[src/rtl/dtu_pkg.sv]
package dtu_pkg;
  localparam int NCH = 2;

  typedef enum logic [1:0] {
    CM_13     = 2'b00,
    CM_16     = 2'b01,
    CM_RELOAD = 2'b10,
    CM_SPLIT  = 2'b11
  } cnt_mode_e;

  typedef struct packed {
    logic      gate;
    logic      ext;
    cnt_mode_e mode;
  } chan_cfg_t;

  localparam logic [2:0] A_MODE = 3'd0;
  localparam logic [2:0] A_CTRL = 3'd1;
  localparam logic [2:0] A_LO0  = 3'd2;
  localparam logic [2:0] A_HI0  = 3'd3;
  localparam logic [2:0] A_LO1  = 3'd4;
  localparam logic [2:0] A_HI1  = 3'd5;

  localparam int CB_TF1 = 7;
  localparam int CB_TR1 = 6;
  localparam int CB_TF0 = 5;
  localparam int CB_TR0 = 4;
endpackage

[src/rtl/dtu_cycle_gen.sv]
module dtu_cycle_gen #(
  parameter int SLOW_DIV = 12,
  parameter int FAST_DIV = 4
) (
  input  logic clk,
  input  logic rst_n,
  input  logic fast,
  output logic upd_tick,
  output logic samp_tick
);
  localparam int MAX_DIV = (SLOW_DIV > FAST_DIV) ? SLOW_DIV : FAST_DIV;
  localparam int PW = $clog2(MAX_DIV);
  localparam logic [PW-1:0] SLOW_LAST = PW'(SLOW_DIV - 1);
  localparam logic [PW-1:0] FAST_LAST = PW'(FAST_DIV - 1);

  logic [PW-1:0] phase;
  logic [PW-1:0] last_ph;

  assign last_ph   = fast ? FAST_LAST : SLOW_LAST;
  assign samp_tick = (phase == last_ph);
  assign upd_tick  = (phase == last_ph - PW'(1));

  always_ff @(posedge clk) begin
    if (!rst_n)                phase <= '0;
    else if (phase >= last_ph) phase <= '0;
    else                       phase <= phase + PW'(1);
  end
endmodule

[src/rtl/dtu_edge_sampler.sv]
module dtu_edge_sampler (
  input  logic clk,
  input  logic rst_n,
  input  logic pin,
  input  logic samp_tick,
  input  logic upd_tick,
  output logic pend
);
  logic last_s;

  always_ff @(posedge clk) begin
    if (!rst_n) begin
      last_s <= 1'b0;
      pend   <= 1'b0;
    end else if (samp_tick) begin
      last_s <= pin;
      if (last_s && !pin) pend <= 1'b1;
    end else if (upd_tick) begin
      pend <= 1'b0;
    end
  end
endmodule

[src/rtl/dtu_count_core.sv]
module dtu_count_core
  import dtu_pkg::*;
#(
  parameter bit SPLIT_OK = 1'b0
) (
  input  logic      clk,
  input  logic      rst_n,
  input  cnt_mode_e mode,
  input  logic      inc_main,
  input  logic      inc_hi,
  input  logic      wr_lo,
  input  logic      wr_hi,
  input  logic [7:0] wdata,
  output logic [7:0] lo_q,
  output logic [7:0] hi_q,
  output logic      ovf_main,
  output logic      ovf_hi
);
  logic [7:0]  lo_d, hi_d;
  logic [5:0]  pre_sum;
  logic [8:0]  lo_sum, hi_sum;
  logic [16:0] wide_sum;
  logic        wr_any;

  assign wr_any   = wr_lo | wr_hi;
  assign pre_sum  = {1'b0, lo_q[4:0]} + 6'd1;
  assign lo_sum   = {1'b0, lo_q} + 9'd1;
  assign hi_sum   = {1'b0, hi_q} + 9'd1;
  assign wide_sum = {1'b0, hi_q, lo_q} + 17'd1;

  always_comb begin
    lo_d     = lo_q;
    hi_d     = hi_q;
    ovf_main = 1'b0;
    ovf_hi   = 1'b0;
    unique case (mode)
      CM_13: begin
        if (inc_main && !wr_any) begin
          lo_d[4:0] = pre_sum[4:0];
          if (pre_sum[5]) begin
            hi_d     = hi_sum[7:0];
            ovf_main = hi_sum[8];
          end
        end
      end
      CM_16: begin
        if (inc_main && !wr_any) {ovf_main, hi_d, lo_d} = wide_sum;
      end
      CM_RELOAD: begin
        if (inc_main && !wr_any) begin
          if (lo_sum[8]) begin
            lo_d     = hi_q;
            ovf_main = 1'b1;
          end else begin
            lo_d = lo_sum[7:0];
          end
        end
      end
      CM_SPLIT: begin
        if (SPLIT_OK) begin
          if (inc_main && !wr_lo) {ovf_main, lo_d} = lo_sum;
          if (inc_hi && !wr_hi)   {ovf_hi, hi_d}   = hi_sum;
        end
      end
      default: ;
    endcase
    if (wr_lo) lo_d = wdata;
    if (wr_hi) hi_d = wdata;
  end

  always_ff @(posedge clk) begin
    if (!rst_n) begin
      lo_q <= '0;
      hi_q <= '0;
    end else begin
      lo_q <= lo_d;
      hi_q <= hi_d;
    end
  end
endmodule

[src/rtl/dual_timer_unit.sv]
module dual_timer_unit
  import dtu_pkg::*;
#(
  parameter int SLOW_DIV = 12,
  parameter int FAST_DIV = 4
) (
  input  logic       clk,
  input  logic       rst_n,
  input  logic       prescale_fast,
  input  logic       reg_wr,
  input  logic [2:0] reg_addr,
  input  logic [7:0] reg_wdata,
  output logic [7:0] reg_rdata,
  input  logic [1:0] cnt_pin,
  input  logic [1:0] gate_pin,
  input  logic [1:0] ovf_ack,
  output logic [1:0] ovf_flag
);
  logic upd_tick, samp_tick;
  logic [7:0] mode_q;
  logic [NCH-1:0] tf_q, tr_q;
  logic [3:0] aux_q;
  logic [NCH-1:0][7:0] lo_byte, hi_byte;
  logic [NCH-1:0] pend, run, inc_main, inc_hi, wr_lo, wr_hi;
  logic [NCH-1:0] ovf_main, ovf_hi, tf_set;
  chan_cfg_t cfg [NCH];
  logic wr_mode, wr_ctrl, split;

  assign wr_mode = reg_wr && (reg_addr == A_MODE);
  assign wr_ctrl = reg_wr && (reg_addr == A_CTRL);

  dtu_cycle_gen #(.SLOW_DIV(SLOW_DIV), .FAST_DIV(FAST_DIV)) u_cyc (
    .clk(clk), .rst_n(rst_n), .fast(prescale_fast),
    .upd_tick(upd_tick), .samp_tick(samp_tick)
  );

  assign split     = (cfg[0].mode == CM_SPLIT);
  assign inc_hi[0] = upd_tick & tr_q[1];
  assign inc_hi[1] = 1'b0;
  assign tf_set[0] = ovf_main[0];
  assign tf_set[1] = (ovf_main[1] & ~split) | ovf_hi[0] | ovf_hi[1];

  for (genvar g = 0; g < NCH; g++) begin : g_ch
    localparam logic [2:0] LO_A = A_LO0 + 3'(2 * g);
    localparam logic [2:0] HI_A = A_HI0 + 3'(2 * g);
    localparam int TF_B = (g == 0) ? CB_TF0 : CB_TF1;

    assign cfg[g]      = chan_cfg_t'(mode_q[4*g +: 4]);
    assign wr_lo[g]    = reg_wr && (reg_addr == LO_A);
    assign wr_hi[g]    = reg_wr && (reg_addr == HI_A);
    assign run[g]      = tr_q[g] & (~cfg[g].gate | gate_pin[g]);
    assign inc_main[g] = upd_tick & run[g] & (~cfg[g].ext | pend[g]);

    dtu_edge_sampler u_es (
      .clk(clk), .rst_n(rst_n), .pin(cnt_pin[g]),
      .samp_tick(samp_tick), .upd_tick(upd_tick), .pend(pend[g])
    );

    dtu_count_core #(.SPLIT_OK(g == 0)) u_core (
      .clk(clk), .rst_n(rst_n), .mode(cfg[g].mode),
      .inc_main(inc_main[g]), .inc_hi(inc_hi[g]),
      .wr_lo(wr_lo[g]), .wr_hi(wr_hi[g]), .wdata(reg_wdata),
      .lo_q(lo_byte[g]), .hi_q(hi_byte[g]),
      .ovf_main(ovf_main[g]), .ovf_hi(ovf_hi[g])
    );

    always_ff @(posedge clk) begin
      if (!rst_n) begin
        tf_q[g] <= 1'b0;
      end else begin
        if (tf_set[g])      tf_q[g] <= 1'b1;
        else if (ovf_ack[g]) tf_q[g] <= 1'b0;
        else if (wr_ctrl)    tf_q[g] <= reg_wdata[TF_B];
      end
    end
  end

  always_ff @(posedge clk) begin
    if (!rst_n) begin
      mode_q <= '0;
      tr_q   <= '0;
      aux_q  <= '0;
    end else begin
      if (wr_mode) mode_q <= reg_wdata;
      if (wr_ctrl) begin
        tr_q  <= {reg_wdata[CB_TR1], reg_wdata[CB_TR0]};
        aux_q <= reg_wdata[3:0];
      end
    end
  end

  always_comb begin
    unique case (reg_addr)
      A_MODE:  reg_rdata = mode_q;
      A_CTRL:  reg_rdata = {tf_q[1], tr_q[1], tf_q[0], tr_q[0], aux_q};
      A_LO0:   reg_rdata = lo_byte[0];
      A_HI0:   reg_rdata = hi_byte[0];
      A_LO1:   reg_rdata = lo_byte[1];
      A_HI1:   reg_rdata = hi_byte[1];
      default: reg_rdata = 8'h00;
    endcase
  end

  assign ovf_flag = tf_q;
endmodule

[config.mk]
export PLATFORM = sky130hd
export DESIGN_NAME = dual_timer_unit
export DESIGN_NICKNAME = d
export VERILOG_FILES = /design/src/rtl/dtu_pkg.sv /design/src/rtl/dtu_cycle_gen.sv /design/src/rtl/dtu_edge_sampler.sv /design/src/rtl/dtu_count_core.sv /design/src/rtl/dual_timer_unit.sv
export SDC_FILE = /design/constraint.sdc
export NUM_CORES = 1
export LEC_CHECK = 0
export ABC_AREA = 0
export CAP_MARGIN = 15
export CORE_ASPECT_RATIO = 1.2
export CORE_MARGIN = 3
export CORE_UTILIZATION = 54
export CTS_CLUSTER_DIAMETER = 150
export DETAILED_ROUTE_END_ITERATION = 16
export GPL_ROUTABILITY_DRIVEN = 0
export GPL_TIMING_DRIVEN = 0
export MAX_ROUTING_LAYER = met4
export PLACE_DENSITY = 0.77
export SLEW_MARGIN = 0
export SYNTH_ARGS = -nofsm -noshare
export SYNTH_HDL_FRONTEND = slang
export SYNTH_HIERARCHICAL = 1
export SYNTH_SLANG_ARGS = --single-unit
[constraint.sdc]
create_clock -name clk -period 2.8 [get_ports clk]
set_input_delay 0.42 -clock clk [delete_from_list [all_inputs] [get_ports clk]]
set_output_delay 0.42 -clock clk [all_outputs]
set_load 0.005 [all_outputs]
==> out/metrics.yaml, run 1 <==
dp_hpwl_um: 9042
cp-end-kind: "output port"
stdcell_count: 638
die_w_um: 85.47
start_kind: "input pin"
finalPower_w: 0.001688
die_h_um: 101.4
fillers: 612
vias_per_cell: 6.599
busiest_layer: "met2"
routed_wl_um: 12450
clock-sinks: 56
htreeDepth: 2
cap_violations: 0
hold_slack_ns: 0.4766
leakage_nw: 1.658
max_slew_margin: 0.3344
fin_crit_sh: 0.9862
hold_viol: 0
grt_pass1_wl_um: 19660
post-route-min-period_ns: 2.761
pre_cts_ws_ns: -0.6541
fmax_mhz: 362.1
synthesis.area_sq_mm: 0.004093
cts_tree: "done"
ir_worst_vdd_v: 0.0002202
use_met2: 0.4791
cp_max_fo: 7
setup_violations: 0
drt_first_pass_iters: 6
core_sq_mm: 0.007317
wire_per_inst_um: 19.51
use_met3: 0.03824
cts_root_buffer: "clkbuf_8"
grt_pass1_vias: 3931
crit_required_ns: 2.38
clock_skew_ns: 0.007431
vias: 4210
avgSynthCellArea_sq_um: 8.153
antenna_found_initial: 0
hold_path_class: "reg2reg"
synth.net_count: 538
grt_usage: 0.2930
drive_gt1_frac: 0.1004
outcome: "complete, no violations"
power_density_mw_per_mm2: 353.3
clkTransAtPathRegs_ns: 0.10
worst-setup-path-type: "in2out"
rsz0062_at_grt: "yes"
pin_count: 31
maxSlewViolCount: 0
diodes: 0
area_delta_synth_final_pct: 16.75
arrival_ns: 2.34
worst_slack_ns: 0.03859
grt_max_degree: 18
ys_warn_count: 6
finalInstanceArea_sq_mm: 0.004778
fp.dieArea_sq_mm: 0.008664
tightest_slew_ns: 0.9845
grt-ovfl-total: 0
dpl.cell_count: 621
fin_nets: 583
final_cell_mix: "55 x nand2_1, 55 x dfxtp_1, 28 x mux2i_1, 28 x nor2_1, 26 x clkdlybuf4s50_1"
use_met1: 0.3576
start_util: 0.5593
ant_nets: 0
placed_cell_area_sq_mm: 0.004502
drc: 0
cts_buffers: 5
syn_inst: 502
clkLatencyLatePin_ns: 0.31
port_buffers: 29
drt_iter0_drc: 375
rows: 34
cts_max_path_buffers: 2
==> power breakdown <==
part	switching (W)	internal [W]	total (W)
Clock	0.000278	0.000271	0.000549
Combinational	0.000151	0.000127	0.000277
Sequential	0.0000384	0.000823	0.000861
Total	0.000468	0.00122	0.00169
==> layer usage <==
layer,part of all wire,wire length [um]
met1,0.41,5065
met2,0.47,5893
met3,0.073,907
met4,0.047,584
met5,0,0
==> worst paths after layout <==
| check | endpoint | slack, ns | startpoint | cells after the start |
|---|---|---|---|---|
| min | mode_q[6]$_SDFFE_PN0P_ | 0.48 | mode_q[6]$_SDFFE_PN0P_ | 2 |
| max reg2reg | g_ch[0].u_core/hi_q[5]$_SDFFE_PN0P_ | 0.08 | u_cyc/phase[3]$_SDFF_PP0_ | 9 |
| min reg2reg | mode_q[6]$_SDFFE_PN0P_ | 0.48 | mode_q[6]$_SDFFE_PN0P_ | 2 |
| max | reg_rdata[3] | 0.04 | reg_addr[0] | 7 |
==> critical path, stage by stage <==
cell,delay [ns]
clkdlybuf4s50_1,0.52
buf_6,0.17
buf_12,0.11
mux2i_1,0.36
o21a_1,0.16
o221ai_1,0.13
clkdlybuf4s50_1,0.47
==> repair_timing <==
item / CTS / global route
hold buffers: 0 / 0
gates cloned: 0 / 0
pin swaps: 8 / 9
setup endpoints to repair: 17 / 11
gates resized for setup: 7 / 13
buffers inserted: 8 / 4
==> flip-flops by register name, summed over array words and instances, names as in the netlist <==
register	count
g_ch.u_core/lo_q	16
g_ch.u_es/pend	2
ovf_flag	2
u_cyc/phase	4
tr_q	2
g_ch.u_es/last_s	2
aux_q	4
mode_q	8
g_ch.u_core/hi_q	16
==> area by class of cell <==
type / count / area (sq um) / area share
flip-flops and latches: 56 / 1122 / 0.2349
clock inverters: 2 / 38.79 / 0.008117
clock buffers: 6 / 72.57 / 0.01519
well taps: 90 / 112.6 / 0.02357
plain buffers: 27 / 163.9 / 0.03430
inverters: 23 / 86.33 / 0.01807
repair buffers: 39 / 386.6 / 0.08091
multi-input cells: 395 / 2795 / 0.5850
==> through the flow <==
step                setup TNS, ns    util
finish                          0  0.6530
global route              -0.1282  0.6530
CTS                             0  0.6436
detailed placement         -8.382  0.6153
global placement           -7.633  0.6153
floorplan                       0       -
No activity file was read; power rests on OpenSTA's default activity.
==> run 2, diff against run 1 <==
- clock period: 2.8 -> 2.3 ns (I/O delays scaled with it)
==> out/metrics.yaml, run 2 (synthesis gave the netlist of run 1 again) <==
outcome: "complete, but fails checks"
failed_checks: "negative setup slack"
grt_max_degree: 21
max_slew_margin: 0.5787
layout_commonest_cell: "nand2_1"
fp.dieArea_sq_mm: 0.008664
clkTransAtPathRegs_ns: 0.12
start_util: 0.5593
htreeDepth: 2
post-route-min-period_ns: 2.741
fillers: 570
largestRegisters: "g_ch.u_core/hi_q: 16 flops, g_ch.u_core/lo_q: 16 flops, mode_q: 8 flops"
cts_buffers: 5
wl_met3_um: 867
rsz0062_at_grt: "yes"
core_sq_mm: 0.007317
leakage_nw: 1.740
register_area_sq_mm: 0.001129
clkLatencyLatePin_ns: 0.32
drt_iter0_drc: 287
cp_max_fo: 3
cp-end-kind: "register"
wl_met2_um: 6808
diodes: 0
routed_wl_um: 13660
crit_required_ns: 2.55
fmax_mhz: 364.8
routed.top_layer: "met4"
dpl.cell_count: 621
pin_count: 31
area_delta_synth_final_pct: 24.43
worst_slack_ns: -0.4409
clock-sinks: 56
antenna_found_initial: 0
final_cell_mix: "52 x nand2_1, 50 x dfxtp_1, 24 x mux2i_1, 24 x buf_4, 24 x nor2_1"
tightest_slew_ns: 0.6302
arrival_ns: 2.99
cts_max_path_buffers: 2
grt_pass1_wl_um: 20570
hold_slack_ns: 0.3782
start_kind: "register"
rows: 34
die_h_um: 101.4
drive_gt1_frac: 0.2089
multiInputGateArea_sq_mm: 0.003032
wl_met1_um: 5213
power_density_mw_per_mm2: 399.3
die_w_um: 85.47
fin_crit_sh: 1.192
port_buffers: 29
clock_skew_ns: 0.01106
maxSlewViolCount: 0
vias: 4359
wire_per_inst_um: 21.01
worst-setup-path-type: "reg2reg"
stdcell_count: 650
cap_violations: 0
ir_worst_vdd_v: 0.0003515
cts_tree: "done"
cts_root_buffer: "clkbuf_8"
grt_pass1_vias: 4140
hold_path_class: "in2reg"
setup_violations: 20
drt_first_pass_iters: 5
fin_nets: 595
ant_nets: 0
grt-ovfl-total: 0
hold_viol: 0
vias_per_cell: 6.706
drc: 0
dp_hpwl_um: 9237
grt_usage: 0.3079
==> run 2: cell count changes in the layout (fill, tap and decap cells not counted), moves of 5 or more <==
| cell | change |
|---|---|
| clkbuf_2 | +6 |
| buf_4 | +14 |
| clkdlybuf4s50_1 | -5 |
| clkbuf_1 | -6 |
| dfxtp_2 | +5 |
| dfxtp_1 | -5 |
==> run 2: layout make-up <==
cell class	count	share of cell area
clock inverter	3	0.005651
multi-input combinational	395	0.5953
sequential	56	0.2216
timing repair buffer	53	0.09189
tap	90	0.02211
clock buffer	5	0.01351
buffer	25	0.03219
inverter	23	0.01769
==> run 2: power breakdown <==
part	total (W)	switching [W]	internal (W)	leakage, nW
clock	0.000616	0.000384	0.000232	0.0511
combinational	0.000365	0.000201	0.000165	1.23
sequential	0.00105	0.0000491	0.00100	0.457
==> run 2: what timing repair did <==
item | 4_1_cts | 5_1_grt
endpoints found under the setup margin | 41 | 40
endpoints found under the hold margin | 0 | 0
pin swaps | 14 | 21
gates resized for setup | 42 | 54
hold buffers | 0 | 0
buffers inserted | 14 | 11
==> run 2: worst paths after layout <==
| kind | to | cells past startpoint | slack [ns] | start |
|---|---|---|---|---|
| worst max-delay path | g_ch[0].u_core/hi_q[7]$_SDFFE_PN0P_ | 9 | -0.44 | u_cyc/phase[3]$_SDFF_PP0_ |
| worst max register to register | g_ch[0].u_core/hi_q[7]$_SDFFE_PN0P_ | 9 | -0.44 | u_cyc/phase[3]$_SDFF_PP0_ |
| worst min register to register | u_cyc/phase[0]$_SDFF_PP0_ | 1 | 0.45 | u_cyc/phase[0]$_SDFF_PP0_ |
| worst min-delay path | mode_q[4]$_SDFFE_PN0P_ | 4 | 0.38 | reg_addr[2] |
==> run 2: layer usage <==
metal | global-route usage | up-vias
li1 | - | 1993
met1 | 0.3563 | 2087
met2 | 0.5042 | 208
met3 | 0.04719 | 71
met4 | 0.1803 | 0
met5 | - | -
==> run 2: worst max-delay path, cell delays in order (launching register included) <==
cell and delay [ns]:
dfxtp_2 0.35, ha_4 0.27, and3b_2 0.21, nand2_2 0.08
a221oi_4 0.24, or3b_4 0.43, a221oi_4 0.34, nand2_4 0.10
or4_4 0.48, a31oi_1 0.17
==> run 2: metrics by stage <==
stage / setup WS (ns) / setup TNS [ns] / power (W) / cell area, sq um / util
after global routing: -0.5236 / -5.711 / 0.002093 / 5092 / 0.6960
after detailed placement: -1.120 / -25.01 / 0.001381 / 4519 / 0.6176
after global placement: -1.092 / -23.59 / 0.001371 / 4519 / 0.6176
final: -0.4409 / -3.740 / 0.002033 / 5092 / 0.6960
after floorplan: -0.3361 / -0.9207 / 0.001245 / 4116 / -
after CTS: -0.4204 / -3.160 / 0.002003 / 4856 / 0.6636
==> run 3, diff against run 2 <==
- ABC_AREA: 0 -> unset
==> results of run 3 <==
The final DEF is identical to that of run 2; final timing and power are the same.
